## src/rtl/clkdiv_calc.sv

```systemverilog
module clkdiv_calc #(
  parameter int W         = 32,
  parameter int SEL_W     = 2,
  parameter int SPLIT_SEL = 3
) (
  input  logic             clk,
  input  logic             rst_n,
  input  logic             start,
  input  logic [W-1:0]     parent_rate,
  input  logic [W-1:0]     req_rate,
  input  logic [SEL_W-1:0] src_sel,
  output logic             busy,
  output logic             done,
  output logic             err,
  output logic [4:0]       pre_field,
  output logic [1:0]       post_field,
  output logic [W-1:0]     achieved
);
  localparam int CW       = $clog2(W);
  localparam int PRE_MAX  = 32;
  localparam int POST_MAX = 4;

  typedef enum logic [2:0] {S_IDLE, S_TOT, S_SPLIT, S_A1, S_A2} ph_t;

  ph_t             ph_q;
  logic [W-1:0]    par_q, quo_q, rem_q, den_q, ach_q;
  logic [SEL_W-1:0] sel_q;
  logic [CW-1:0]   cnt_q;
  logic [5:0]      pre_q;
  logic [2:0]      post_q;
  logic            err_q, done_q;

  logic [W:0]   trial, diff;
  logic         fits, last;
  logic [W-1:0] quo_nx, rem_nx, ceil_q, tot, clamped;
  logic         do_split, big;
  logic [2:0]   kdiv, post_plain;
  logic [5:0]   pre_sat;

  assign trial   = {rem_q, quo_q[W-1]};
  assign diff    = trial - {1'b0, den_q};
  assign fits    = trial >= {1'b0, den_q};
  assign rem_nx  = fits ? diff[W-1:0] : trial[W-1:0];
  assign quo_nx  = {quo_q[W-2:0], fits};
  assign last    = cnt_q == CW'(W-1);
  assign ceil_q  = quo_nx + W'(rem_nx != '0);
  assign tot     = (ceil_q == '0) ? W'(1) : ceil_q;
  assign clamped = (parent_rate != '0 && req_rate > parent_rate) ? parent_rate : req_rate;

  assign do_split   = (sel_q == SEL_W'(SPLIT_SEL)) && (tot > W'(POST_MAX));
  assign big        = tot >= W'(32);
  assign kdiv       = (tot < W'(64)) ? 3'd2 : (tot < W'(96)) ? 3'd3 : 3'd4;
  assign post_plain = (tot > W'(POST_MAX)) ? 3'(POST_MAX) : tot[2:0];
  assign pre_sat    = (ceil_q > W'(PRE_MAX)) ? 6'(PRE_MAX) : ceil_q[5:0];

  always_ff @(posedge clk or negedge rst_n) begin
    if (!rst_n) begin
      ph_q   <= S_IDLE;
      par_q  <= '0;
      sel_q  <= '0;
      quo_q  <= '0;
      rem_q  <= '0;
      den_q  <= '0;
      cnt_q  <= '0;
      pre_q  <= 6'd1;
      post_q <= 3'd1;
      ach_q  <= '0;
      err_q  <= 1'b0;
      done_q <= 1'b0;
    end else begin
      done_q <= 1'b0;
      if (ph_q == S_IDLE) begin
        if (start) begin
          par_q <= parent_rate;
          sel_q <= src_sel;
          if (req_rate == '0) begin
            err_q  <= 1'b1;
            pre_q  <= 6'd1;
            post_q <= 3'd1;
            ach_q  <= '0;
            done_q <= 1'b1;
          end else begin
            err_q <= 1'b0;
            quo_q <= parent_rate;
            rem_q <= '0;
            den_q <= clamped;
            cnt_q <= '0;
            ph_q  <= S_TOT;
          end
        end
      end else begin
        quo_q <= quo_nx;
        rem_q <= rem_nx;
        cnt_q <= cnt_q + 1'b1;
        if (last) begin
          cnt_q <= '0;
          rem_q <= '0;
          case (ph_q)
            S_TOT: begin
              if (do_split && big) begin
                post_q <= kdiv;
                quo_q  <= tot;
                den_q  <= W'(kdiv);
                ph_q   <= S_SPLIT;
              end else begin
                pre_q  <= do_split ? tot[5:0] : 6'd1;
                post_q <= do_split ? 3'd1 : post_plain;
                quo_q  <= par_q;
                den_q  <= do_split ? tot : W'(1);
                ph_q   <= S_A1;
              end
            end
            S_SPLIT: begin
              pre_q <= pre_sat;
              quo_q <= par_q;
              den_q <= W'(pre_sat);
              ph_q  <= S_A1;
            end
            S_A1: begin
              quo_q <= quo_nx;
              den_q <= W'(post_q);
              ph_q  <= S_A2;
            end
            default: begin
              ach_q  <= quo_nx;
              done_q <= 1'b1;
              ph_q   <= S_IDLE;
            end
          endcase
        end
      end
    end
  end

  assign busy       = ph_q != S_IDLE;
  assign done       = done_q;
  assign err        = err_q;
  assign pre_field  = 5'(pre_q - 6'd1);
  assign post_field = 2'(post_q - 3'd1);
  assign achieved   = ach_q;


  done_pulse_chk: assert property (@(posedge clk) disable iff (!rst_n)
    done |=> !done);

  zero_req_chk: assert property (@(posedge clk) disable iff (!rst_n)
    done && err |-> pre_field == '0 && post_field == '0 && achieved == '0);

  plain_src_chk: assert property (@(posedge clk) disable iff (!rst_n)
    done && !err && sel_q != SEL_W'(SPLIT_SEL) |-> pre_field == '0);

  ach_bound_chk: assert property (@(posedge clk) disable iff (!rst_n)
    done && !err |-> achieved <= par_q);

  accept_chk: assert property (@(posedge clk) disable iff (!rst_n)
    start && !busy |=> busy || done);

  div_state_chk: assert property (@(posedge clk) disable iff (!rst_n)
    busy |-> den_q != '0 && rem_q < den_q);
endmodule

```

## config.mk

```make
export PLATFORM = sky130hd
export DESIGN_NAME = clkdiv_calc
export DESIGN_NICKNAME = d
export VERILOG_FILES = /design/src/rtl/clkdiv_calc.sv
export SDC_FILE = /design/constraint.sdc
export NUM_CORES = 1
export LEC_CHECK = 0
export ABC_AREA = 1
export BUFFER_PORTS_ARGS = -buffer_cell sky130_fd_sc_hd__buf_2
export CORE_ASPECT_RATIO = 0.9
export CORE_MARGIN = 1.5
export CORE_UTILIZATION = 43
export DETAILED_ROUTE_END_ITERATION = 8
export HOLD_SLACK_MARGIN = 0.08
export PLACE_DENSITY = 0.61
export RECOVER_POWER = 25
export REMOVE_ABC_BUFFERS = 1
export SLEW_MARGIN = 10
export SYNTH_ARGS = -nofsm -noshare
export SYNTH_HDL_FRONTEND = slang
export SYNTH_SLANG_ARGS = --single-unit
```

## constraint.sdc

```tcl
create_clock -name clk -period 8.17 [get_ports clk]
set_input_delay 0.817 -clock clk [delete_from_list [all_inputs] [get_ports clk]]
set_output_delay 0.817 -clock clk [all_outputs]
set_load 0.005 [all_outputs]
```

Word-level counts from Yosys, hierarchy flattened. Index checks and enable logic that the tools add are counted.

Register bits after elaboration: 180. Input port bits: 69. Output and inout port bits: 42. Word-level logic and storage cells: 113.

Add/subtract/negate cells: 5. Order comparisons: 7. Equal/unequal tests: 10. Muxes and demuxes: 58. Reductions and logical operators: 21.

Operators with widths (count): $mux W32 (23); $pmux W32 S3 (1); $logic_not A32 Y1 (2); $lt A32 B7 Y1 const B (2); $pmux W32 S2 (1); $reduce_bool A32 Y1 (2); $mux W5 (10); $mux W3 (14); $ge A33 B32 Y1 (1); $add A32 B1 Y32 (1); $ge A32 B6 Y1 const B (1); $gt A32 B3 Y1 const B (1); $gt A32 B32 Y1 (1); $gt A32 B6 Y1 const B (1); $sub A32 B32 Y32 (1); $reduce_and A4 Y1 (3); $pmux W5 S2 (1); $pmux W3 S3 (1); $eq A3 B2 Y1 const B (2); $mux W1 (6); $mux W6 (1); $reduce_bool A3 Y1 (2); $add A5 B1 Y5 const B (1); $eq A5 B5 Y1 const B (1); 15 further kinds (21).

Logic depth before layout (Yosys ltp).
Depth in word-level cells: 13. Depth in mapped cells: 45.

Least setup slack after synthesis. OpenSTA, ideal clock, no wires.

Path type: register -> register. Start point: register quo_q[31]. End point: register quo_q[16]. Arrival time: 4.653 ns. Required time: 8.027 ns. Path slack: 3.374 ns. Cell stages (with the launch flop): 42. Period minus slack after synthesis: 4.796 ns. Path through: dfrtp_1 > inv_1 > ha_1 > inv_1 > fa_1 > nand3_1 > nand2_1 > a21oi_1 > inv_1 > nand3_1 > nand2_1 > a21oi_1 > o21ai_0 > or2_2 > nand3_1 > nand2_1 > inv_1 > nand2_1 > (+6 left out) > inv_1 > nor2_2 > nand3_1 > clkinv_1 > nand2_1 > nand2_1 > nor2_1 > nand2_1 > inv_2 > nand2_4 > nor2_2 > nand3_4 > nand4_4 > buf_8 > buf_4 > a21oi_1 > o21ai_2 > a22oi_2.

Word-level cells in the longest chain between the ends: 13. Elaborated cells between the ends (all ways): 15.

Ends and longest elaborated chain: start: declaration (line 26) `logic [W-1:0] par_q, quo_q, rem_q, den_q, ach_q;`; start signal: assignment (line 84) `quo_q <= parent_rate;`; start signal: assignment (line 92) `quo_q <= quo_nx;`; start signal: assignment (line 102) `quo_q <= tot;`; $sub A32 B32 Y32 / $ge A33 B32 Y1 (equally long branches) (line 41, 42); $mux W32 (line 43) `assign rem_nx = fits ? diff[W-1:0] : trial[W-1:0];`; $reduce_bool A32 Y1 (line 46) `assign ceil_q = quo_nx + W'(rem_nx != '0);`; $add A32 B1 Y32 * (line 46); $logic_not A32 Y1 (line 47) `assign tot = (ceil_q == '0) ? W'(1) : ceil_q;`; $mux W32 * (line 47); $gt A32 B3 Y1 (line 50) `assign do_split = (sel_q == SEL_W'(SPLIT_SEL)) && (tot > W'(POST_MAX));`; $logic_and A1 B1 Y1 (line 50); $logic_and A1 B1 Y1 (line 100) `if (do_split && big) begin`; $mux W32 * (line 100); $pmux W32 S2 * (line 98) `case (ph_q)`; $mux W32 * (line 95) `if (last) begin`; $mux W32 * (line 72) `if (ph_q == S_IDLE) begin`.

Mark *: on every way between the ends. The rest lies on a longest branch, timed or not. A chain may end at the register's enable or synchronous reset.

Worst setup path after layout.
Start point: register rem_q[1]. End point: register pre_q[2].

Word-level cells in the longest chain between the ends: 13. Elaborated cells between the ends (all ways): 20.

Ends and longest elaborated chain: start: declaration (line 26); start signal: assignment (line 93) `rem_q <= rem_nx;`; $sub A32 B32 Y32 / $ge A33 B32 Y1 (equally long branches) (line 41, 42); $mux W32 (line 43); $reduce_bool A32 Y1 (line 46); $add A32 B1 Y32 * (line 46); $logic_not A32 Y1 (line 47); $mux W32 (line 47); $gt A32 B3 Y1 (line 50); $logic_and A1 B1 Y1 (line 50); $mux W5 (line 106) `pre_q <= do_split ? tot[5:0] : 6'd1;`; $mux W5 (line 100); $pmux W5 S2 (line 98); $mux W5 (line 95); $mux W5 (line 72); end signal: assignment (line 106); end signal: assignment (line 114) `pre_q <= pre_sat;`; end: declaration (line 29) `logic [5:0] pre_q;`.

Mark *: on every way between the ends. The rest lies on a longest branch, timed or not. The select of a mux whose other input is x is not followed.

==> metrics.md <==
| Metric | Value |
|---|---|
| Status | finished with violations |
| Failing checks | max-capacitance violations, max-slew violations |
| RePlAce Congestion | 0.9985 |
| Num CTS Buffers | 17 |
| P&R area growth vs syn | 10.74% |
| Number of hold violations in the final report | 0 |
| Worst setup margin | 1743 ps |
| Post-synthesis adder-cell area fraction | 6.500% |
| Drt drc | 0 |
| Worst slack, placed | 1805 ps |
| WP buf/inv | 6 |
| Vias in the first global route | 13050 |
| Worst-margin pin slew | 6140 ps |
| Vias/cell | 5.573 |
| Leakage dissipation | 0.007313 uW |
| Worst flop-to-flop path startpoint | rem_q[1]$_DFFE_PN0P_ |
| PortBufs | 110 |
| Minimum hold slack | 482.6 ps |
| Final setup skew | 17.43 ps |
| Sequential share of the synthesized area | 33.16% |
| #FFs+latches synth | 180 |
| Share of cells above drive strength 1 | 13.82% |
| Sequential power share | 23.8% |
| Crit-path slowest cell | nand4_4 |
| Synthesized area per cell | 7.164 sq um |
| Post-Place Cells | 2359 |
| Primary FF master, synth | dfrtp_1 |
| GRT Resource Usage Total | 28.54% |
| Critical Path Max Stage Delay | 480 ps |
| CTS sink cnt | 180 |
| Yosys Warn Count | 0 |
| Die outline height | 171.7 microns |
| CTS clock-pin slew for the worst setup and hold paths | 70 ps |
| NetSw | 3287 uW |
| Initial antenna violation count | 0 |
| Worst Setup Path Type | reg -> reg |
| Post-synth top cells | nand2_1 (474), inv_1 (235), dfrtp_1 (178) |
| Clock insertion delay at the later pin of the skew report | 460 ps |
| Final core occ | 48.56% |
| # setup viols final | 0 |
| Sw Ratio | 52.82% |
| Fraction of registers with async set/reset | 100.0% |
| Post-synthesis cell count | 1897 |
| Headroom to the max-slew limit | -309.3% |
| Fraction of the mapped netlist area in compound gates | 21.16% |
| Worst Setup SP | rem_q[1]$_DFFE_PN0P_ |
| Root Buffer | clkbuf_16 |
| Ranking of synthesized cells by area | dfrtp_1 (33%), nand2_1 (13%), inv_1 (6.5%), ha_1 (6.4%), o21ai_0 (6.3%) |
| Synth Area in XOR/XNOR | 2.247% |
| Die area | 0.03268 sq mm |
| Die X | 190.4 microns |
| First-pass GRT wire length | 71920 microns |
| Nets | 2108 |
| Final std cells w/o fill | 2391 |
| CP Launch Type | flop |
| Peak supply drop | 0.0001982 V |
| DRT iter0 DRCs | 1122 |
| Share of the synthesized area in the top cell type | 32.78% |
| Routed via count | 13320 |
| Int Pwr | 2935 uW |
| Hold_buf cts | 0 |
| RSZ-0062 raised after global routing | no |
| Io pins | 111 |
| Max-cap viol count | 1 |
| First-pass iteration count of the detailed router | 5 |
| CP required | 8550 ps |
| Syn Std Cell Area | 0.01359 sq mm |
| Most common cell in the synthesized netlist | nand2_1 |
| Max clock buf depth | 2 |
| CP Max Fanout | 43 |
| Fraction of the cycle the final worst path needs | 78.67% |
| Leading area contributor after synthesis | dfrtp_1 |
| Min-Delay Startpoint | den_q[14]$_DFFE_PN0P_ |
| Synth Area in Simple Gates | 26.74% |
| Unique masters post-synth | 63 |
| Largest net degree at the start of global routing | 110 |
| Number of synthesized flops with an enable pin | 0 |
| Initial Util | 43.85% |
| DR WL/cell | 19.01 microns |
| DP HPWL | 35060 microns |
| Final Slew Violations | 110 |
| Achievable frequency | 0.1556 GHz |
| Top delay family on crit path | simple AND/OR/NAND/NOR gates |
| Comb pwr share | 62.4% |
| Std-Cell Rows | 61 |
| Worst hold path class | reg -> reg |
| Most frequent CP cell | nand2_1 |
| Worst setup EP type | flop |
| Post-Route Setup TNS | 0 ps |
| Ant diodes | 0 |
| Clock power share | 13.9% |
| Tmin final | 6427 ps |
| CTS tree | built |
| # resized after CTS | 0 |
| Post-CTS Setup Inserts | 0 |
| Power Dens Cells | 413.5 mW/mm^2 |
| Main combinational cell family by area after synthesis | simple AND/OR/NAND/NOR gates |
| Final WL | 45450 microns |
| Post-synthesis mux area share | 0.9115% |
| ANT nets after route | 0 |
| Core Region | 0.03099 sq mm |
| CP arrival | 6810 ps |
| Htree depth | 4 |
| Congestion Overflow GR | 0 |
[tightest hold or removal path, cell delays in order (launching register included)]
cell     delay [ps]
dfrtp_1         340
nand2_1          50
o21ai_0          60
[state kept, by name (all words and copies together) (netlist names)]
| signal | flops |
|---|---|
| achieved | 32 |
| den_q | 32 |
| par_q | 32 |
| quo_q | 32 |
| rem_q | 32 |
| cnt_q | 5 |
| pre_q | 5 |
| ph_q | 3 |
| post_q | 3 |
| sel_q | 2 |
| done | 1 |
| err | 1 |
[per-stage QoR]
step	area, sq um	power [uW]
after detailed placement	14460	5320
after CTS	15060	6206
final	15050	6222
after global placement	14460	5310
after global routing	15050	6787
after floorplan	13270	4210
[cell usage in the layout (no fill, tap or decap), types with 21 or more instances in the layout]
master	count
nand2_1	473
inv_1	235
dfrtp_1	178
o21ai_0	171
nor2_1	165
buf_2	109
a21oi_1	92
nand3_1	91
ha_1	69
o211ai_1	36
a221oi_1	30
o22ai_1	27
nor4_1	23
nand4_1	21
[power groups by stage]
stage                     Sequential, uW  Clock, uW  Combinational, uW
after floorplan                     1400          0               2810
after global placement              1480          0               3830
after detailed placement            1490          0               3830
after CTS                           1480        878               3850
after global routing                1520        908               4360
final                               1480        863               3880
[cell type report]
cell class	instances	area, sq um
clock buffers	20	456.7
fillers	3224	15940
flip-flops and latches	180	4507
repair buffers	124	654.4
multi-input cells	1398	7839
inverters	248	938.4
clock inverters	12	141.4
well taps	409	511.7
[final timing paths]
check,to,slack [ps],cells past startpoint
worst max-delay path,pre_q[2]$_DFFE_PN0P_,1740,40
worst min-delay path,den_q[14]$_DFFE_PN0P_,480,2
worst max register to register,pre_q[2]$_DFFE_PN0P_,1740,40
worst min register to register,den_q[14]$_DFFE_PN0P_,480,2
max in group asynchronous,den_q[11]$_DFFE_PN0P_,2080,1
min in group asynchronous,den_q[27]$_DFFE_PN0P_,2630,1
[routing by layer]
layer	vias to the layer above	track usage (%)	part of all wire [%]	wire length [microns]
met5	-	0	0	0
li1	6513	-	-	-
met3	71	4.754	5.5	2512
met4	0	9.141	2.7	1209
met2	437	47.38	47	21170
met1	6303	37.86	45	20560
[cell families (layout without fill, tap and decap cells)]
kind of cell / after synthesis / in the layout
flops: 180 / 180
compound gates: 453 / 453
xor+xnor: 34 / 34
mux: 11 / 11
fa+ha+maj: 70 / 70
buf+inv: 319 / 404
simple gates: 830 / 830
(Power assumes the default switching activity.)
